===== src/rtl/gpio_boot_port.sv =====
module gpio_boot_port #(
  parameter int NPIN      = 10,
  parameter int DW        = 32,
  parameter int AW        = 3,
  parameter int STAT_PIN0 = 0,
  parameter int STAT_PIN1 = 1,
  parameter int STRAP_PIN = 2,
  parameter int SEL_BIT   = 7
) (
  input  logic            clk,
  input  logic            rst_n,
  input  logic            wr_en,
  input  logic [AW-1:0]   addr,
  input  logic [DW-1:0]   wdata,
  output logic [DW-1:0]   rdata,
  input  logic            boot_done_i,
  input  logic [1:0]      boot_stat_i,
  output logic            boot_strap_o,
  input  logic [NPIN-1:0] pad_in,
  output logic [NPIN-1:0] pad_oe,
  output logic [NPIN-1:0] pad_out,
  input  logic            slot_pulse_i,
  input  logic            tx_space_i,
  output logic            timing_o
);
  localparam int MW = 2 * NPIN;
  localparam logic [AW-1:0] A_DIR = 0, A_DOUT = 1, A_MODE = 2, A_DIN = 3, A_CFG = 4;
  localparam logic [1:0] M_OD = 2'd1, M_OS = 2'd2;

  logic [NPIN-1:0] dir_q, dout_q, meta_q, din_q;
  logic [MW-1:0]   mode_q;
  logic [7:0]      cfg_q;
  logic            released_q;

  always_ff @(posedge clk) begin
    if (!rst_n) begin
      dir_q      <= '0;
      dout_q     <= '0;
      mode_q     <= '0;
      cfg_q      <= '0;
      released_q <= 1'b0;
      meta_q     <= '0;
      din_q      <= '0;
    end else begin
      meta_q <= pad_in;
      din_q  <= meta_q;
      if (boot_done_i) released_q <= 1'b1;
      if (wr_en) begin
        case (addr)
          A_DIR:   dir_q  <= wdata[NPIN-1:0];
          A_DOUT:  dout_q <= wdata[NPIN-1:0];
          A_MODE:  mode_q <= wdata[MW-1:0];
          A_CFG:   cfg_q  <= wdata[7:0];
          default: ;
        endcase
      end
    end
  end

  always_comb begin
    rdata = '0;
    case (addr)
      A_DIR:   rdata[NPIN-1:0] = dir_q;
      A_DOUT:  rdata[NPIN-1:0] = dout_q;
      A_MODE:  rdata[MW-1:0]   = mode_q;
      A_DIN:   rdata[NPIN-1:0] = din_q;
      A_CFG:   rdata[7:0]      = cfg_q;
      default: ;
    endcase
  end

  wire booting = !released_q;
  assign boot_strap_o = booting & ~din_q[STRAP_PIN];
  assign timing_o     = cfg_q[SEL_BIT] ? tx_space_i : slot_pulse_i;

  for (genvar i = 0; i < NPIN; i++) begin : g_pin
    wire [1:0] md = mode_q[2*i +: 2];
    logic oe_sw, out_sw;
    always_comb begin
      case (md)
        M_OD:    begin oe_sw = dir_q[i] & ~dout_q[i]; out_sw = 1'b0; end
        M_OS:    begin oe_sw = dir_q[i] &  dout_q[i]; out_sw = 1'b1; end
        default: begin oe_sw = dir_q[i];              out_sw = dir_q[i] & dout_q[i]; end
      endcase
    end
    if (i == STAT_PIN0) begin : g_s0
      assign pad_oe[i]  = booting | oe_sw;
      assign pad_out[i] = booting ? boot_stat_i[0] : out_sw;
    end else if (i == STAT_PIN1) begin : g_s1
      assign pad_oe[i]  = booting | oe_sw;
      assign pad_out[i] = booting ? boot_stat_i[1] : out_sw;
    end else if (i == STRAP_PIN) begin : g_st
      assign pad_oe[i]  = !booting & oe_sw;
      assign pad_out[i] = booting ? 1'b0 : out_sw;
    end else begin : g_norm
      assign pad_oe[i]  = oe_sw;
      assign pad_out[i] = out_sw;
    end


    od_never_high_chk: assert property (@(posedge clk) disable iff (!rst_n)
      (released_q && md == M_OD) |-> !(pad_oe[i] && pad_out[i]));

    os_never_low_chk: assert property (@(posedge clk) disable iff (!rst_n)
      (released_q && md == M_OS) |-> !(pad_oe[i] && !pad_out[i]));
  end

  logic [1:0] since_rst;
  always_ff @(posedge clk) begin
    if (!rst_n) since_rst <= '0;
    else if (since_rst != 2'd3) since_rst <= since_rst + 2'd1;
  end


  din_delay_chk: assert property (@(posedge clk) disable iff (!rst_n)
    (since_rst >= 2'd2) |-> (din_q == $past(pad_in, 2)));

  boot_pin_dir_chk: assert property (@(posedge clk) disable iff (!rst_n)
    booting |-> (pad_oe[STAT_PIN0] && pad_oe[STAT_PIN1] && !pad_oe[STRAP_PIN]));

  strap_off_chk: assert property (@(posedge clk) disable iff (!rst_n)
    released_q |-> !boot_strap_o);

  release_sticky_chk: assert property (@(posedge clk) disable iff (!rst_n)
    released_q |=> released_q);
endmodule


===== config.mk =====
export PLATFORM = sky130hd
export DESIGN_NAME = gpio_boot_port
export DESIGN_NICKNAME = d
export VERILOG_FILES = /design/src/rtl/gpio_boot_port.sv
export SDC_FILE = /design/constraint.sdc
export NUM_CORES = 1
export LEC_CHECK = 0
export BUFFER_PORTS_ARGS = -buffer_cell sky130_fd_sc_hd__buf_2
export CORE_ASPECT_RATIO = 0.8
export CORE_MARGIN = 1
export CORE_UTILIZATION = 47
export CTS_CLUSTER_DIAMETER = 150
export DETAILED_ROUTE_END_ITERATION = 7
export PLACE_DENSITY = 0.76
export SYNTH_ARGS = -nofsm -noshare
export SYNTH_HDL_FRONTEND = slang
export SYNTH_SLANG_ARGS = --single-unit

===== constraint.sdc =====
create_clock -name clk -period 1.07 [get_ports clk]
set_input_delay 0.1605 -clock clk [delete_from_list [all_inputs] [get_ports clk]]
set_output_delay 0.1605 -clock clk [all_outputs]
set_load 0.05 [all_outputs]

* Word level (Yosys, flattened, before mapping)
Cells that the tools add are included.
** Word-level totals
- Bits of input ports :: 53
- Output and inout bits :: 54
- Bits in registers :: 69
- Logic and storage cells :: 99
** Cells by class
- Reduce and logical (&&, ||, !) cells :: 6
- Muxes and demuxes :: 27
- Bitwise logic cells :: 35
- Eq/ne operators :: 24
** Operators with widths (count)
- 1-bit one-hot mux with 2 select lines :: 20
- 8-bit one-hot mux with 5 select lines :: 1
- 1-bit bitwise AND :: 22
- 2-bit by 1-bit == test with 1-bit output, second input constant :: 10
- 2-bit == test, second input constant :: 10
- 1-bit NOT :: 11
- 10-bit two-way mux :: 1
- 2-bit one-hot mux with 4 select lines :: 1
- 2-bit AND reduction :: 4
- 3-bit by 2-bit == test with 1-bit output, second input constant :: 2
- 1-bit two-way mux :: 4
- 3-bit by 1-bit == test with 1-bit output, second input constant :: 1
- 3-bit == test, second input constant :: 1
- 3-bit logical NOT :: 1
- 1-bit OR :: 2
- 1-bit logical NOT :: 1

* Logic depth before layout (Yosys ltp)
- Depth in word-level cells :: 4
- Depth in mapped cells :: 6
- Depth with buffers taken out :: 5

* Worst setup path before layout
OpenSTA, ideal clock, no wires.
- Kind :: flip-flop to output port
- Start :: reg mode_q[4]
- End :: out pad_out[2]
- Arrival time :: 1949 ps
- Cell stages (with the launch flop) :: 5
- Required time :: 910 ps
- Setup slack :: -1039 ps
- Path buffers :: 0
- Cells stage by stage :: dfxtp_1 -> inv_1 -> ha_1 -> nand2b_1 -> a21boi_0
** Between the ends
- Word-level cells in the longest chain between the ends :: 3
- Elaborated cells between the ends (all ways) :: 4
- Those cells by class :: eq/ne (2); mux (2)
** Ends and longest elaborated chain
- from (decl) :: line 31 : logic [MW-1:0] mode_q;
- from (signal assigned) :: line 52 : A_MODE: mode_q <= wdata[MW-1:0];
- 2-bit == test or 2-bit by 1-bit == test with 1-bit output (tied branches) :: line 80 : case (md)
- 1-bit one-hot mux with 2 select lines (*) :: line 80
- 1-bit two-way mux (*) :: line 94 : assign pad_out[i] = booting ? 1'b0 : out_sw;
- to (decl) :: line 21 : output logic [NPIN-1:0] pad_out,
Every way passes the cells marked *; elsewhere a longest branch is shown, timed or not.

* Worst setup path in the final report
- Start :: reg mode_q[4]
- End :: out pad_oe[2]
** Between the ends
- Word-level cells in the longest chain between the ends :: 3
- Elaborated cells between the ends (all ways) :: 4
- Those cells by class :: eq/ne (2); mux (1); bitwise (1)
** Ends and longest elaborated chain
- 2-bit == test or 2-bit by 1-bit == test with 1-bit output (tied branches) :: line 80
- 1-bit one-hot mux with 2 select lines (*) :: line 80
- 1-bit bitwise AND (*) :: line 93 : assign pad_oe[i] = !booting & oe_sw;
- to (decl) :: line 20 : output logic [NPIN-1:0] pad_oe,
Marked as above.

==> run summary <==
The number of stages on the worst hold path is 2. The cell type with the highest aggregate area in the netlist is dfxtp_1. The final-report max-slew violation count is 0. At the worst endpoint, the required time is 910 ps. For this block, the initial DRC count from the detailed router was 139. The total clock sinks came out at 69. The area of the die is 0.00836 sq mm. The number of remaining DRC errors came out at 0. The met1 wire length is 4730 um. The hold violation total from the final report came out at 0.

The number of placed instances, taps included is 655. The number of CTS-inserted buffers is 9. The hold path startpoint is pad_in[1]. Measured in cells, the most critical reg-to-reg path has a length of 3. The maximum resistive drop on vdd is 0.778 mV. The post-synthesis area per instance is 8.52 sq um.

Among all flip-flop cells after synthesis, the most frequent one is dfxtp_1. The deepest clock path buffer count is 2. Tracing the worst setup path back leads to its startpoint at mode_q[4]. The sum of met2 wire segment lengths after detailed routing came out at 5730 um. The total via count after detailed routing is 3,621. After legalization and detailed placement, the total HPWL measured 7230 um. The non-filler instance count after layout came out at 677. The count of distinct cell types in the synthesized netlist is 36.

Max-cap violations in this run came to 0. The sequential area share after synthesis is 36.8%. The number of endpoints failing setup at the final stage came out at 42. Clock skew on the completed layout was measured at 4.89 ps.

The detailed router used layers up to and including met4. The count of antenna diodes in the layout is 0. Row generation in the floorplan step produced 28 rows. Synthesis produced 441 cells. Setup repair after global routing could not meet its margin everywhere. Port buffering added 82 buffers. Routability-driven placement finished with a final weighted congestion of 0.817. The height of the die is 82.0 um. After detailed routing, the average wire length per cell comes to 16.9 um. The post-CTS clock slew at the launch and capture registers of the worst setup and hold paths came out at 80 ps. The worst register-to-register path begins at released_q. Synthesis inferred 69 register bits. Across all setup checks in the final design, the least slack found is -674 ps. The worst path in the final design needs a cycle of 1740 ps, including I/O delays and setup. The checks that failed: setup timing.

In the global route stage, overall resource usage came out at 27.1%. The overflow left after global routing is 0. Of all nets on the critical path, the largest fanout is 4. The run finished, with violations left. The fmax is 573 MHz.

The top cell type by area accounts for 36.8% of the synthesized area. The residual antenna-violating net count after detailed routing is 0. The path class of the tightest hold or removal check is in -> reg.

The worst setup path is captured at a primary output. The number of global-route vias before repair came out at 3,494. The post-synthesis async set-or-reset flop share came out at 0%. Among all cell types in the netlist, the one instantiated most often is nand2_1.

The insertion delay of the later-clocked pin in the worst-skew pair is 350 ps. The area overhead of the layout relative to synthesis is 62.2%. In the detailed route, the total length drawn on met3 is 666 um.

The floorplan step set the die width to 102 um. The critical path arrival is 1580 ps. Yosys attributes the largest share of cell area to dfxtp_1 (37%), nand2_1 (8.2%), ha_1 (6.7%), buf_4 (5.6%), a21boi_0 (5.2%). During synthesis, Yosys emitted a total of 0 warnings.

The number of synthesized flops with an enable pin came out at 0. The deepest level of the CTS H-tree came out at 3. The maximum number of pins on one net before global-route repair is 70. The netlist area before placement is 0.00376 sq mm. The first TritonRoute pass finished after 4 iterations. Once the floorplan was initialized, standard cells occupied 49.7% of the core. The worst setup path is launched from a register.

Using the TritonRoute via totals, the vias-per-cell ratio works out to 5.35. For this design the top-level I/O count stands at 107. The initial antenna violation count came out at 0. By count the netlist is led by nand2_1 (82), dfxtp_1 (69), buf_4 (28).

The power per cell area is 980 mW/mm^2. The final layout net count is 640. The reported leakage power is 2.34 nW. The first global-routing pass estimated 17,000 um of wire. The fraction of final layout cells with drive strength greater than 1 is 57.9%.

The portion of the clock cycle consumed by the worst path in the final layout came out at 163%. TritonCTS built the clock tree. The total wire length is 11,400 um. Summed over all failing endpoints, the final setup total negative slack is -18,940 ps. The critical path in this run is classified as reg -> out. The tree is rooted in a clkbuf_8. The total core area came out at 0.00757 sq mm.
path summary, 6_finish.rpt:
check          endpoint  slack [ps]
max           pad_oe[2]        -670
min           meta_q[1]          10
max reg2reg  released_q          70
min reg2reg    din_q[8]         440
where the power goes:
part,total (mW),switching (mW),internal [mW]
combinational,1.16,0.657,0.503
sequential,2.67,0.0686,2.61
clock,2.14,1.05,1.08
flip-flops by register name, summed over array words and instances, names as in the netlist:
| name | count |
|---|---|
| released_q | 1 |
| mode_q | 20 |
| dir_q | 10 |
| din_q | 10 |
| cfg_q | 8 |
| dout_q | 10 |
| meta_q | 10 |
per-stage QoR:
| step | instance area [sq um] | worst slack (ps) | hold WS (ps) | util, % | power [mW] |
|---|---|---|---|---|---|
| 2_1_floorplan | 4420 | -398 | 271 | - | 3.47 |
| 3_3_place_gp | 5130 | -579 | 357 | 67.8 | 3.72 |
| 3_5_place_dp | 5130 | -603 | 360 | 67.8 | 3.75 |
| 4_1_cts | 5890 | -670 | 3.02 | 77.8 | 5.95 |
| 5_1_grt | 6100 | -702 | 6.81 | 80.6 | 6.19 |
| 6_report | 6100 | -674 | 12.0 | 80.6 | 5.97 |
cell type report:
class | count | area [sq um]
clock buffers | 9 | 124
repair buffers | 156 | 1370
multi-input cells | 304 | 2800
clock inverters | 7 | 72.6
inverters | 27 | 141
flip-flops and latches | 69 | 1460
fillers | 451 | 1470
well taps | 105 | 131
routing by layer:
layer	global-route usage, %	up-vias
met5	0	-
met1	32.4	1749
met4	9.71	0
met2	47.6	139
li1	-	1702
met3	6.13	31
cell families after synthesis:
group / count (synthesis) / share of synthesized area (%)
simple gates: 158 / 20.9
compound gates: 90 / 16.7
buf+inv: 80 / 11.7
flops: 69 / 36.8
mux: 23 / 7.16
fa+ha+maj: 20 / 6.66
other cells: 1 / 0.0998
cells in the final DEF, fill, tap and decap left out, types with 8 or more instances in the layout:
cell type	instances
nand2_1	80
buf_4	54
buf_6	49
dfxtp_1	43
buf_2	40
a21boi_0	25
and2_1	20
dfxtp_4	20
ha_4	18
inv_4	16
a21boi_1	15
conb_1	12
inv_2	11
mux2i_1	10
nor2b_1	10
nor3_4	10
clkbuf_8	9
o21a_1	8
critical path, stage by stage, from the launching register on:
cell and delay, ps:
dfxtp_4 390, inv_2 50, ha_4 160, mux2_4 260, o211a_4 230, buf_8 150
what timing repair did:
| item | CTS | global route |
|---|---|---|
| gates resized for setup | 168 | 47 |
| pin swaps | 46 | 32 |
| hold buffers | 1 | 2 |
| cloned | 0 | 1 |
| setup buffers | 8 | 4 |
| endpoints found under the setup margin | 70 | 55 |
| endpoints found under the hold margin | 1 | 2 |
(Power assumes the default switching activity.)
